$ cat src/rtl/irq_nest_pkg.sv
package irq_nest_pkg;
    localparam int PRIO_W     = 2;
    localparam int N_FIXED    = 3;
    localparam int N_LEVELS   = N_FIXED + (1 << PRIO_W) + 1;
    localparam int LVL_W      = $clog2(N_LEVELS);
    localparam int EXT_BASE   = 16;

    typedef logic [LVL_W-1:0] level_t;

    localparam level_t LVL_RESET  = level_t'(0);
    localparam level_t LVL_NMI    = level_t'(1);
    localparam level_t LVL_FAULT  = level_t'(2);
    localparam level_t LVL_THREAD = level_t'(N_LEVELS - 1);

    localparam int EXC_RESET = 1;
    localparam int EXC_NMI   = 2;
    localparam int EXC_FAULT = 3;

    typedef enum logic [0:0] {
        ST_THREAD = 1'b0,
        ST_NESTED = 1'b1
    } nest_state_t;

    function automatic level_t prog_level(input logic [PRIO_W-1:0] p);
        return level_t'(N_FIXED) + level_t'(p);
    endfunction
endpackage

$ cat src/rtl/irq_age_track.sv
module irq_age_track #(
    parameter int N_LINES = 32,
    parameter int AGE_W   = 4
) (
    input  logic                     clk,
    input  logic                     rst_n,
    input  logic [N_LINES-1:0]       pend,
    output logic [N_LINES*AGE_W-1:0] ages
);
    localparam logic [AGE_W-1:0] AGE_MAX = '1;

    for (genvar g = 0; g < N_LINES; g++) begin : g_line
        logic [AGE_W-1:0] age_q;
        always_ff @(posedge clk or negedge rst_n) begin
            if (!rst_n)
                age_q <= '0;
            else if (!pend[g])
                age_q <= '0;
            else if (age_q != AGE_MAX)
                age_q <= age_q + 1'b1;
        end
        assign ages[g*AGE_W +: AGE_W] = age_q;
    end
endmodule

$ cat src/rtl/irq_pick.sv
module irq_pick
    import irq_nest_pkg::*;
#(
    parameter int N_LINES = 32,
    parameter int AGE_W   = 4,
    parameter int IDX_W   = 5
) (
    input  logic [N_LINES-1:0]        pend,
    input  logic [N_LINES*PRIO_W-1:0] prio,
    input  logic [N_LINES*AGE_W-1:0]  ages,
    output logic                      found,
    output logic [IDX_W-1:0]          idx,
    output level_t                    lvl
);
    logic [AGE_W-1:0] best_age;
    level_t           this_lvl;
    logic [AGE_W-1:0] this_age;

    always_comb begin
        found    = 1'b0;
        idx      = '0;
        lvl      = LVL_THREAD;
        best_age = '0;
        this_lvl = LVL_THREAD;
        this_age = '0;
        for (int i = 0; i < N_LINES; i++) begin
            this_lvl = prog_level(prio[i*PRIO_W +: PRIO_W]);
            this_age = ages[i*AGE_W +: AGE_W];
            if (pend[i] && (!found || (this_lvl < lvl) ||
                            ((this_lvl == lvl) && (this_age > best_age)))) begin
                found    = 1'b1;
                idx      = IDX_W'(i);
                lvl      = this_lvl;
                best_age = this_age;
            end
        end
    end
endmodule

$ cat src/rtl/irq_nest_stack.sv
module irq_nest_stack
    import irq_nest_pkg::*;
#(
    parameter int DEPTH = 8,
    parameter int CNT_W = 4
) (
    input  logic             clk,
    input  logic             rst_n,
    input  logic             push,
    input  logic             pop,
    input  level_t           push_val,
    output level_t           top,
    output logic [CNT_W-1:0] count
);
    localparam int PTR_W = (DEPTH > 1) ? $clog2(DEPTH) : 1;

    level_t mem [DEPTH];
    logic [PTR_W-1:0] top_ptr;

    assign top_ptr = PTR_W'(count - 1'b1);
    assign top     = (count == '0) ? LVL_THREAD : mem[top_ptr];

    always_ff @(posedge clk or negedge rst_n) begin
        if (!rst_n) begin
            count <= '0;
        end else if (push && (count != CNT_W'(DEPTH))) begin
            count <= count + 1'b1;
        end else if (pop && (count != '0)) begin
            count <= count - 1'b1;
        end
    end

    always_ff @(posedge clk) begin
        if (push && (count != CNT_W'(DEPTH)))
            mem[PTR_W'(count)] <= push_val;
    end
endmodule

$ cat src/rtl/irq_nest_arbiter.sv
module irq_nest_arbiter
    import irq_nest_pkg::*;
#(
    parameter int N_LINES     = 32,
    parameter int AGE_W       = 4,
    parameter int STACK_DEPTH = 8
) (
    input  logic                                         clk,
    input  logic                                         rst_n,
    input  logic [N_LINES-1:0]                           line_pend,
    input  logic [N_LINES*irq_nest_pkg::PRIO_W-1:0]      line_prio,
    input  logic                                         sys_reset_req,
    input  logic                                         nmi_req,
    input  logic                                         fault_req,
    input  logic                                         hdl_return,
    output logic                                         take,
    output logic [$clog2(irq_nest_pkg::EXT_BASE+N_LINES)-1:0] take_num,
    output logic [N_LINES-1:0]                           clr_pend,
    output logic [irq_nest_pkg::LVL_W-1:0]               exec_level,
    output logic                                         ret_err
);
    localparam int IDX_W = (N_LINES > 1) ? $clog2(N_LINES) : 1;
    localparam int NUM_W = $clog2(EXT_BASE + N_LINES);
    localparam int CNT_W = $clog2(STACK_DEPTH + 1);

    logic [N_LINES*AGE_W-1:0] ages;
    logic                     pick_found;
    logic [IDX_W-1:0]         pick_idx;
    level_t                   pick_lvl;

    logic                     cand_valid;
    level_t                   cand_lvl;
    logic [NUM_W-1:0]         cand_num;
    logic [N_LINES-1:0]       cand_clr;

    level_t                   stk_top;
    logic [CNT_W-1:0]         stk_count;
    logic                     stk_room;
    logic                     preempt;

    nest_state_t              state, state_nx;
    logic                     do_take, do_pop, do_err;

    irq_age_track #(.N_LINES(N_LINES), .AGE_W(AGE_W)) u_age (
        .clk   (clk),
        .rst_n (rst_n),
        .pend  (line_pend),
        .ages  (ages)
    );

    irq_pick #(.N_LINES(N_LINES), .AGE_W(AGE_W), .IDX_W(IDX_W)) u_pick (
        .pend  (line_pend),
        .prio  (line_prio),
        .ages  (ages),
        .found (pick_found),
        .idx   (pick_idx),
        .lvl   (pick_lvl)
    );

    irq_nest_stack #(.DEPTH(STACK_DEPTH), .CNT_W(CNT_W)) u_stack (
        .clk      (clk),
        .rst_n    (rst_n),
        .push     (do_take),
        .pop      (do_pop),
        .push_val (exec_level),
        .top      (stk_top),
        .count    (stk_count)
    );

    // Fixed requests outrank every programmable line, reset first.
    always_comb begin
        cand_valid = 1'b1;
        cand_lvl   = LVL_THREAD;
        cand_num   = '0;
        cand_clr   = '0;
        if (sys_reset_req) begin
            cand_lvl = LVL_RESET;
            cand_num = NUM_W'(EXC_RESET);
        end else if (nmi_req) begin
            cand_lvl = LVL_NMI;
            cand_num = NUM_W'(EXC_NMI);
        end else if (fault_req) begin
            cand_lvl = LVL_FAULT;
            cand_num = NUM_W'(EXC_FAULT);
        end else if (pick_found) begin
            cand_lvl = pick_lvl;
            cand_num = NUM_W'(EXT_BASE) + NUM_W'(pick_idx);
            cand_clr = N_LINES'(1) << pick_idx;
        end else begin
            cand_valid = 1'b0;
        end
    end

    assign stk_room = (stk_count != CNT_W'(STACK_DEPTH));
    assign preempt  = cand_valid && (cand_lvl < exec_level) && stk_room;

    // State register
    always_ff @(posedge clk or negedge rst_n) begin
        if (!rst_n)
            state <= ST_THREAD;
        else
            state <= state_nx;
    end

    // Next state and actions
    always_comb begin
        state_nx = state;
        do_take  = 1'b0;
        do_pop   = 1'b0;
        do_err   = 1'b0;
        unique case (state)
            ST_THREAD: begin
                if (hdl_return) begin
                    do_err = 1'b1;                       // BAD_RETURN
                end else if (preempt) begin
                    do_take  = 1'b1;                     // PREEMPT
                    state_nx = ST_NESTED;
                end
            end
            ST_NESTED: begin
                if (hdl_return) begin
                    do_pop = 1'b1;
                    if (stk_count == CNT_W'(1))
                        state_nx = ST_THREAD;            // RESUME
                end else if (preempt) begin
                    do_take = 1'b1;                      // NEST
                end
            end
        endcase
    end

    // Registered outputs
    always_ff @(posedge clk or negedge rst_n) begin
        if (!rst_n) begin
            take       <= 1'b0;
            take_num   <= '0;
            clr_pend   <= '0;
            ret_err    <= 1'b0;
            exec_level <= LVL_THREAD;
        end else begin
            take     <= do_take;
            take_num <= do_take ? cand_num : '0;
            clr_pend <= do_take ? cand_clr : '0;
            ret_err  <= do_err;
            if (do_take)
                exec_level <= cand_lvl;
            else if (do_pop)
                exec_level <= stk_top;
        end
    end
endmodule

$ cat config.mk
export PLATFORM = sky130hd
export DESIGN_NAME = irq_nest_arbiter
export DESIGN_NICKNAME = d
export VERILOG_FILES = /design/src/rtl/irq_nest_pkg.sv /design/src/rtl/irq_age_track.sv /design/src/rtl/irq_pick.sv /design/src/rtl/irq_nest_stack.sv /design/src/rtl/irq_nest_arbiter.sv
export SDC_FILE = /design/constraint.sdc
export NUM_CORES = 1
export LEC_CHECK = 0
export BUFFER_PORTS_ARGS = -buffer_cell sky130_fd_sc_hd__clkbuf_2
export CAP_MARGIN = 5
export CORE_MARGIN = 5
export CORE_UTILIZATION = 43
export CTS_BUF_LIST = sky130_fd_sc_hd__clkbuf_16
export DETAILED_ROUTE_END_ITERATION = 10
export GPL_ROUTABILITY_DRIVEN = 0
export SLEW_MARGIN = 20
export SYNTH_ARGS = -nofsm -noshare
export SYNTH_HDL_FRONTEND = slang
export SYNTH_SLANG_ARGS = --single-unit
$ cat constraint.sdc
create_clock -name clk -period 137.8 [get_ports clk]
set_input_delay 41.34 -clock clk [delete_from_list [all_inputs] [get_ports clk]]
set_output_delay 41.34 -clock clk [all_outputs]
set_load 0.01 [all_outputs]
# Yosys cells after proc, flatten, opt, wreduce, memory -nomap -nowiden
# Memories as Yosys holds them, arrays and structs flattened.
# Index checks and enable logic that the tools add are counted.
[classes]
shifts = 1
mux = 223
n_reduce_logical = 163
n_mul = 0
n_eq_ne = 97
bitwise = 1
div = 0
magnitude_cmp = 63
addsub = 67
[ops]
columns = ["op", "count"]
rows = [
  ["4-bit two-way mux", 105],
  ["32-bit two-way mux", 5],
  ["4-bit by 1-bit adder with 4-bit output, second input constant", 33],
  ["4-bit != test, second input constant", 33],
  ["3-bit two-way mux", 43],
  ["4-bit > comparator", 31],
  ["2-bit by 2-bit adder with 3-bit output, first input constant", 32],
  ["3-bit less-than comparator", 32],
  ["3-bit equality test", 31],
  ["5-bit two-way mux", 16],
  ["1-bit logical AND", 66],
  ["2-bit by 1-bit != test with 1-bit output, second input constant", 32],
  ["1-bit logical OR", 62],
  ["1-bit two-way mux", 46],
  ["1-bit by 5-bit << shifter with 32-bit output, first input constant", 1],
  ["1-bit zero test", 31],
  ["6-bit two-way mux", 5],
  ["5-bit by 5-bit adder with 6-bit output, first input constant", 1],
  ["4-bit by 1-bit equality test with 1-bit output, second input constant", 1],
  ["4-bit zero test", 1],
  ["2-bit two-way mux", 2],
  ["2-bit nonzero test", 2],
  ["4-bit nonzero test", 1],
  ["4-bit by 1-bit subtractor with 4-bit output, second input constant", 1],
  ["other kinds (2)", 2],
]
[totals]
latchBits = 0
rom_bits = 0
ram_bits = 24
elab_cells = 655
n_memories = 1
output_inout_bits = 43
ff_bits = 176
[memory_table]
columns = ["name", "depth", "width", "read_ports", "rd_ports_with_merged_regs", "write_ports", "line", "rtl"]
rows = [
  ["u_stack.mem", 8, 3, 1, 0, 1, "irq_nest_stack.sv:17", "level_t mem [DEPTH];"],
]

# Depth between registers and ports, before layout
[logic_depth]
ltp_word = 169
mapped_depth = 334
depth_no_buf = 307

# Modules after synthesis
# A second synthesis with hierarchy kept.
[unflattened]
hier_cells = 2397
area_unflattened_um2 = 20089.3
[modules_own_cells]
columns = ["mod", "cells_each", "seq_area_each_um2", "area_each_um2", "instances"]
rows = [
  ["irq_pick", 1550, 0.0, 10422.5, 1],
  ["irq_age_track", 608, 3203.1, 6566.3, 1],
  ["irq_nest_arbiter", 145, 1104.8, 1774.2, 1],
  ["irq_nest_stack", 94, 820.8, 1326.3, 1],
]

# Least setup slack after synthesis
# OpenSTA, ideal clock, no wires.
[synth_timing]
path_type = "input to register"
startpoint = "input line_prio[0] (netlist bit)"
endpoint = "memory u_stack.mem[6][0] (netlist bit), enable pin"
path_slack_ns = 42.166
path_stages = 309
arrival_ns = 95.284
cell_sequence = "inv_1 > ha_1 > and2_1 > ha_1 > nor3b_1 > a311oi_2 > o31ai_1 > clkbuf_1 > nand3_1 > o21ai_0 > inv_1 > ha_1 > a21oi_1 > o21ai_0 > a21oi_1 > clkbuf_1 > nor2_1 > a21oi_1 > [273 not listed] > nor2b_1 > o21ai_0 > nand2b_1 > a21oi_1 > o22ai_1 > nor2_1 > nor2_1 > nor2_1 > a221o_1 > a211oi_1 > ha_1 > o21a_1 > o21ai_0 > o211ai_1 > a211oi_2 > buf_2 > nand2_1 > nor3b_1"
[synth_via]
elab_chain_len = 169
[synth_lines]
columns = ["item", "line", "rtl"]
rows = [
  ["start, declared", "irq_nest_arbiter.sv:11", "input logic [N_LINES*irq_nest_pkg::PRIO_W-1:0] line_prio,"],
  ["2-bit by 2-bit adder with 3-bit output *", "irq_nest_pkg.sv:25", "return level_t'(N_FIXED) + level_t'(p);"],
  ["3-bit two-way mux *", "irq_pick.sv:29", "if (pend[i] && (!found || (this_lvl < lvl) ||"],
  ["3-bit less-than comparator or 3-bit equality test (tied branches)", "irq_pick.sv:29, irq_pick.sv:30", ""],
  ["1-bit logical OR or 1-bit logical AND (tied branches)", "irq_pick.sv:29, irq_pick.sv:30", ""],
  ["1-bit logical OR", "irq_pick.sv:29", ""],
  ["1-bit logical AND", "irq_pick.sv:29", ""],
  ["4-bit two-way mux (tied with other cells)", "irq_pick.sv:29", ""],
  ["4-bit > comparator (tied with other cells)", "irq_pick.sv:30", "((this_lvl == lvl) && (this_age > best_age)))) begin"],
  ["[153 not listed]", "n/a", ""],
  ["3-bit less-than comparator", "irq_nest_arbiter.sv:95", "assign preempt = cand_valid && (cand_lvl < exec_level) && stk_room;"],
  ["1-bit logical AND * (2 in series)", "irq_nest_arbiter.sv:95", ""],
  ["1-bit two-way mux *", "irq_nest_arbiter.sv:115, irq_nest_arbiter.sv:125", ""],
  ["1-bit two-way mux *", "irq_nest_arbiter.sv:113, irq_nest_arbiter.sv:121", ""],
  ["named net do_take", "irq_nest_arbiter.sv:42", "logic do_take, do_pop, do_err;"],
  ["1-bit logical AND *", "irq_nest_stack.sv:34", "if (push && (count != CNT_W'(DEPTH)))"],
  ["1-bit two-way mux *", "irq_nest_stack.sv:34", ""],
  ["1-bit two-way mux (not written as such) *", "irq_nest_stack.sv:35", "mem[PTR_W'(count)] <= push_val;"],
  ["end, declared", "irq_nest_stack.sv:17", ""],
]
# The timed path passes the listed nets; every way through them passes the cells marked *.

# Final worst setup path
[layout_timing]
startpoint = "input line_prio[0] (netlist bit)"
endpoint = "register clr_pend[4]"
[layout_via]
elab_chain_len = 167
[layout_lines]
columns = ["item", "line", "rtl"]
rows = [
  ["2-bit by 2-bit adder with 3-bit output *", "irq_nest_pkg.sv:25", ""],
  ["3-bit two-way mux *", "irq_pick.sv:29", ""],
  ["3-bit less-than comparator or 3-bit equality test (tied branches)", "irq_pick.sv:29, irq_pick.sv:30", ""],
  ["1-bit logical OR or 1-bit logical AND (tied branches)", "irq_pick.sv:29, irq_pick.sv:30", ""],
  ["1-bit logical OR", "irq_pick.sv:29", ""],
  ["1-bit logical AND", "irq_pick.sv:29", ""],
  ["4-bit two-way mux (tied with other cells)", "irq_pick.sv:29", ""],
  ["4-bit > comparator (tied with other cells)", "irq_pick.sv:30", ""],
  ["[150 not listed]", "n/a", ""],
  ["3-bit two-way mux", "irq_nest_arbiter.sv:82", "end else if (fault_req) begin"],
  ["3-bit two-way mux", "irq_nest_arbiter.sv:79", "end else if (nmi_req) begin"],
  ["3-bit two-way mux", "irq_nest_arbiter.sv:76", "if (sys_reset_req) begin"],
  ["3-bit less-than comparator", "irq_nest_arbiter.sv:95", ""],
  ["1-bit logical AND (2 in series)", "irq_nest_arbiter.sv:95", ""],
  ["1-bit two-way mux", "irq_nest_arbiter.sv:115, irq_nest_arbiter.sv:125", ""],
  ["1-bit two-way mux", "irq_nest_arbiter.sv:113, irq_nest_arbiter.sv:121", ""],
  ["32-bit two-way mux *", "irq_nest_arbiter.sv:143", "clr_pend <= do_take ? cand_clr : '0;"],
  ["end signal, assigned", "irq_nest_arbiter.sv:143", ""],
  ["end, declared", "irq_nest_arbiter.sv:18", "output logic [N_LINES-1:0] clr_pend,"],
]
# Mark *: on every way between the ends. The rest lies on a longest branch, timed or not.
# A chain may end at the register's enable or synchronous reset.

==> impl_metrics.toml <==
[final_layout]
seq_area_um2 = 5129
area_growth_syn_to_layout_pct = 8.759
nets = 2892
multiInputGateArea_um2 = 12870
layout-drive-gt1-share = 0.1200
fillers = 4397
stdcell_area_um2 = 21470

[floorplan]
die_height_um = 224.3
die_w_um = 224.3
initial_core_util = 0.4350
dieArea_um2 = 50290
core_area_um2 = 45380
ios = 145
rows = 78

[sta]
timing.fmax_ghz = 0.009539
max_slew_margin = 0.2723
period_share = 0.7608
rsz0062_at_grt = "no"
tightestPinTransition_ns = 1.080
slew_violations = 0
tns_ns = 0
period_minus_slack_ns = 104.84
hold_viol_final = 0
finalSetupViolations = 0
whs_ns = 0.5034
clock_skew_ns = 0.01577

[route]
postRouteAntennaNets = 0
num_vias = 17580
viasPerCell = 5.590
first_pass_iters = 5
route.detailed.drc = 0
wl_per_cell_um = 15.97
drt_iter0_markers = 1023
wl_um = 50230

[logic_synthesis]
synth_xor_area_frac = 0.02263
synth_mux_area_frac = 0.07017
synth_top_family_by_area = "compound AO/OA/AOI/OAI gates"
synth_nets = 2787
synthFlopType = "dfrtp_1"
synth_cell_types = 118
netlist_area_um2 = 19740
synth-simple-area-share = 0.1844
syn_inst = 2424
yosysSeqAreaShare = 0.2598
synth_fa_ha_area_frac = 0.1654
synth_seq_cells = 200
synth_warnings = 0
synth_edf_count = 24
synth_compound_area_frac = 0.2090
avgSynthCellArea_um2 = 8.144
async_reset_ff_frac = 0.8800

[placement]
portBuffers = 144
dp_hpwl_um = 41210
dpl_cell_area_um2 = 20840

[run_status]
status = "finished, final reports clean"

[global_routing]
grtUsageTotal = 0.1968
grt_pass1_vias = 17140
gr-total-overflow = 0
grt_max_degree = 73
antenna_found_initial = 6
grt_pass1_wl_um = 83800

[clocking]
clkSlewWorstSetupHoldPaths_ns = 0.08
cts_tree = "done"
htreeDepth = 4
cts_setup_buffers = 0
cts_buffer_depth = 2
post_cts_resized = 0
cts.sinks = 200
hold_buffers = 0
cts_inserted_buffers = 17
root_buffer = "clkbuf_16"
clock_latency_ns = 0.46

[worst_setup_path]
critPathRequiredTime_ns = 138.10
cpMaxStageDelayCell = "o21ai_0"
path_max_fanout = 20
endpoint_kind = "flip-flop"
arrival_ns = 105.14
critical_path_class = "primary input to flip-flop"
cp-start-kind = "primary input"
crit_top_cell = "ha_1"
max_stage_delay_ns = 0.83

[worst_hold_path]
hold_class = "flip-flop to flip-flop"

[run]
maxCapViolations = 0
## through the flow
stage,utilization,worst slack [ns],std cells
floorplan,-,42.17,2424
global placement,0.4593,34.16,3110
detailed placement,0.4593,32.51,3110
CTS,0.4728,32.85,3142
global route,0.4730,26.69,3144
finish,0.4731,32.96,3145
## synthesized netlist by cell type, types with 28 or more instances
master,n,area (um^2)
nand3_1,115,575.6
ha_1,261,3266
o21ai_0,173,865.8
nand4_1,28,175.2
dfrtp_1,173,4329
nor2b_1,31,193.9
a211oi_1,45,337.8
nor3_1,82,410.4
a21oi_1,133,665.6
xnor2_1,44,385.4
nand2_1,156,585.6
mux2_2,52,585.6
a21o_1,39,292.8
a31oi_1,53,331.6
inv_1,353,1325
nor2_1,214,803.3
mux2i_1,60,600.6
clkbuf_1,34,127.6
## layout make-up
class / instances / share of cell area
Clock inverter: 15 / 0.008800
Multi-Input combinational cell: 1805 / 0.5993
Sequential cell: 200 / 0.2389
Inverter: 356 / 0.06224
Tap cell: 600 / 0.03497
Clock buffer: 17 / 0.01981
Antenna cell: 3 / 0.0003497
Timing Repair Buffer: 149 / 0.03561
## cells by family (layout without fill, tap and decap cells)
logic type,count (synthesis),count (layout)
flip-flops,200,200
multiplexers,122,122
other,0,3
buffers and inverters,419,537
XOR/XNOR,51,51
AO/OA/AOI/OAI,624,624
AND/OR/NAND/NOR,747,747
adder cells (fa/ha/maj),261,261
## path summary, 6_finish.rpt
kind                                                         end  slack [ns]                            startpoint  cells after the start
min reg2reg                         u_stack.count[3]$_DFFE_PN0P_        0.50          u_stack.count[3]$_DFFE_PN0P_                      1
max reg2reg                                clr_pend[4]$_DFF_PN0_       73.69  u_age.g_line[0].age_q[1]$_DFFE_PN0P_                    281
max                                        clr_pend[4]$_DFF_PN0_       32.96                          line_prio[0]                    283
min                                 u_stack.count[3]$_DFFE_PN0P_        0.50          u_stack.count[3]$_DFFE_PN0P_                      1
min in group asynchronous  u_age.g_line[10].age_q[0]$_DFFE_PN0P_       40.81                                 rst_n                      1
max in group asynchronous                 clr_pend[28]$_DFF_PN0_       95.69                                 rst_n                      2
## sequential cells by signal, indices dropped and copies added (netlist names)
register,cells
u_stack.count,4
u_stack.mem,24
take,1
take_num,6
state,1
clr_pend,32
u_age.g_line.age_q,128
ret_err,1
exec_level,3
## layout by cell type (no fill, tap or decap), drive strengths merged, types with 7 or more instances in the layout
cell type  synthesis  layout
clkbuf            34     160
o31ai             11      11
o22ai              9       9
nand4             28      28
edfxtp            24      24
or4                7       7
dfrtp            173     173
a31oi             55      55
a21o              41      41
a21oi            135     135
a31o               9       9
nand2b            11      11
xnor2             44      44
mux2i             61      61
xor2               7       7
nor2b             32      32
and3              28      28
nor3              84      84
o211ai            16      16
clkinv             2       9
nand3            116     116
o21ai            186     186
nor2             214     214
nand2            156     156
nor3b              8       8
inv              354     362
o21a              25      25
mux2              55      55
a211oi            49      49
nor4              10      10
ha               261     261
a41oi              9       9
and2              21      21
## layer usage
layer  global-route usage  share of wire
met2               0.3406           0.49
met3              0.03472          0.037
met5                    0        0.00046
met4              0.03987          0.013
met1               0.2605           0.46
## worst max-delay path: cells and delay by family
kind,cells,cell delay [ns]
and+or+nand+nor,82,16.34
muxes,21,7.70
buffers and inverters,23,2.37
adders and majority gates,33,8.88
AOI/OAI and AO/OA,124,28.46
Power is left out: the tool's default activity adds up to more than one toggle a clock period on the data nets, which glitch-free logic cannot reach.
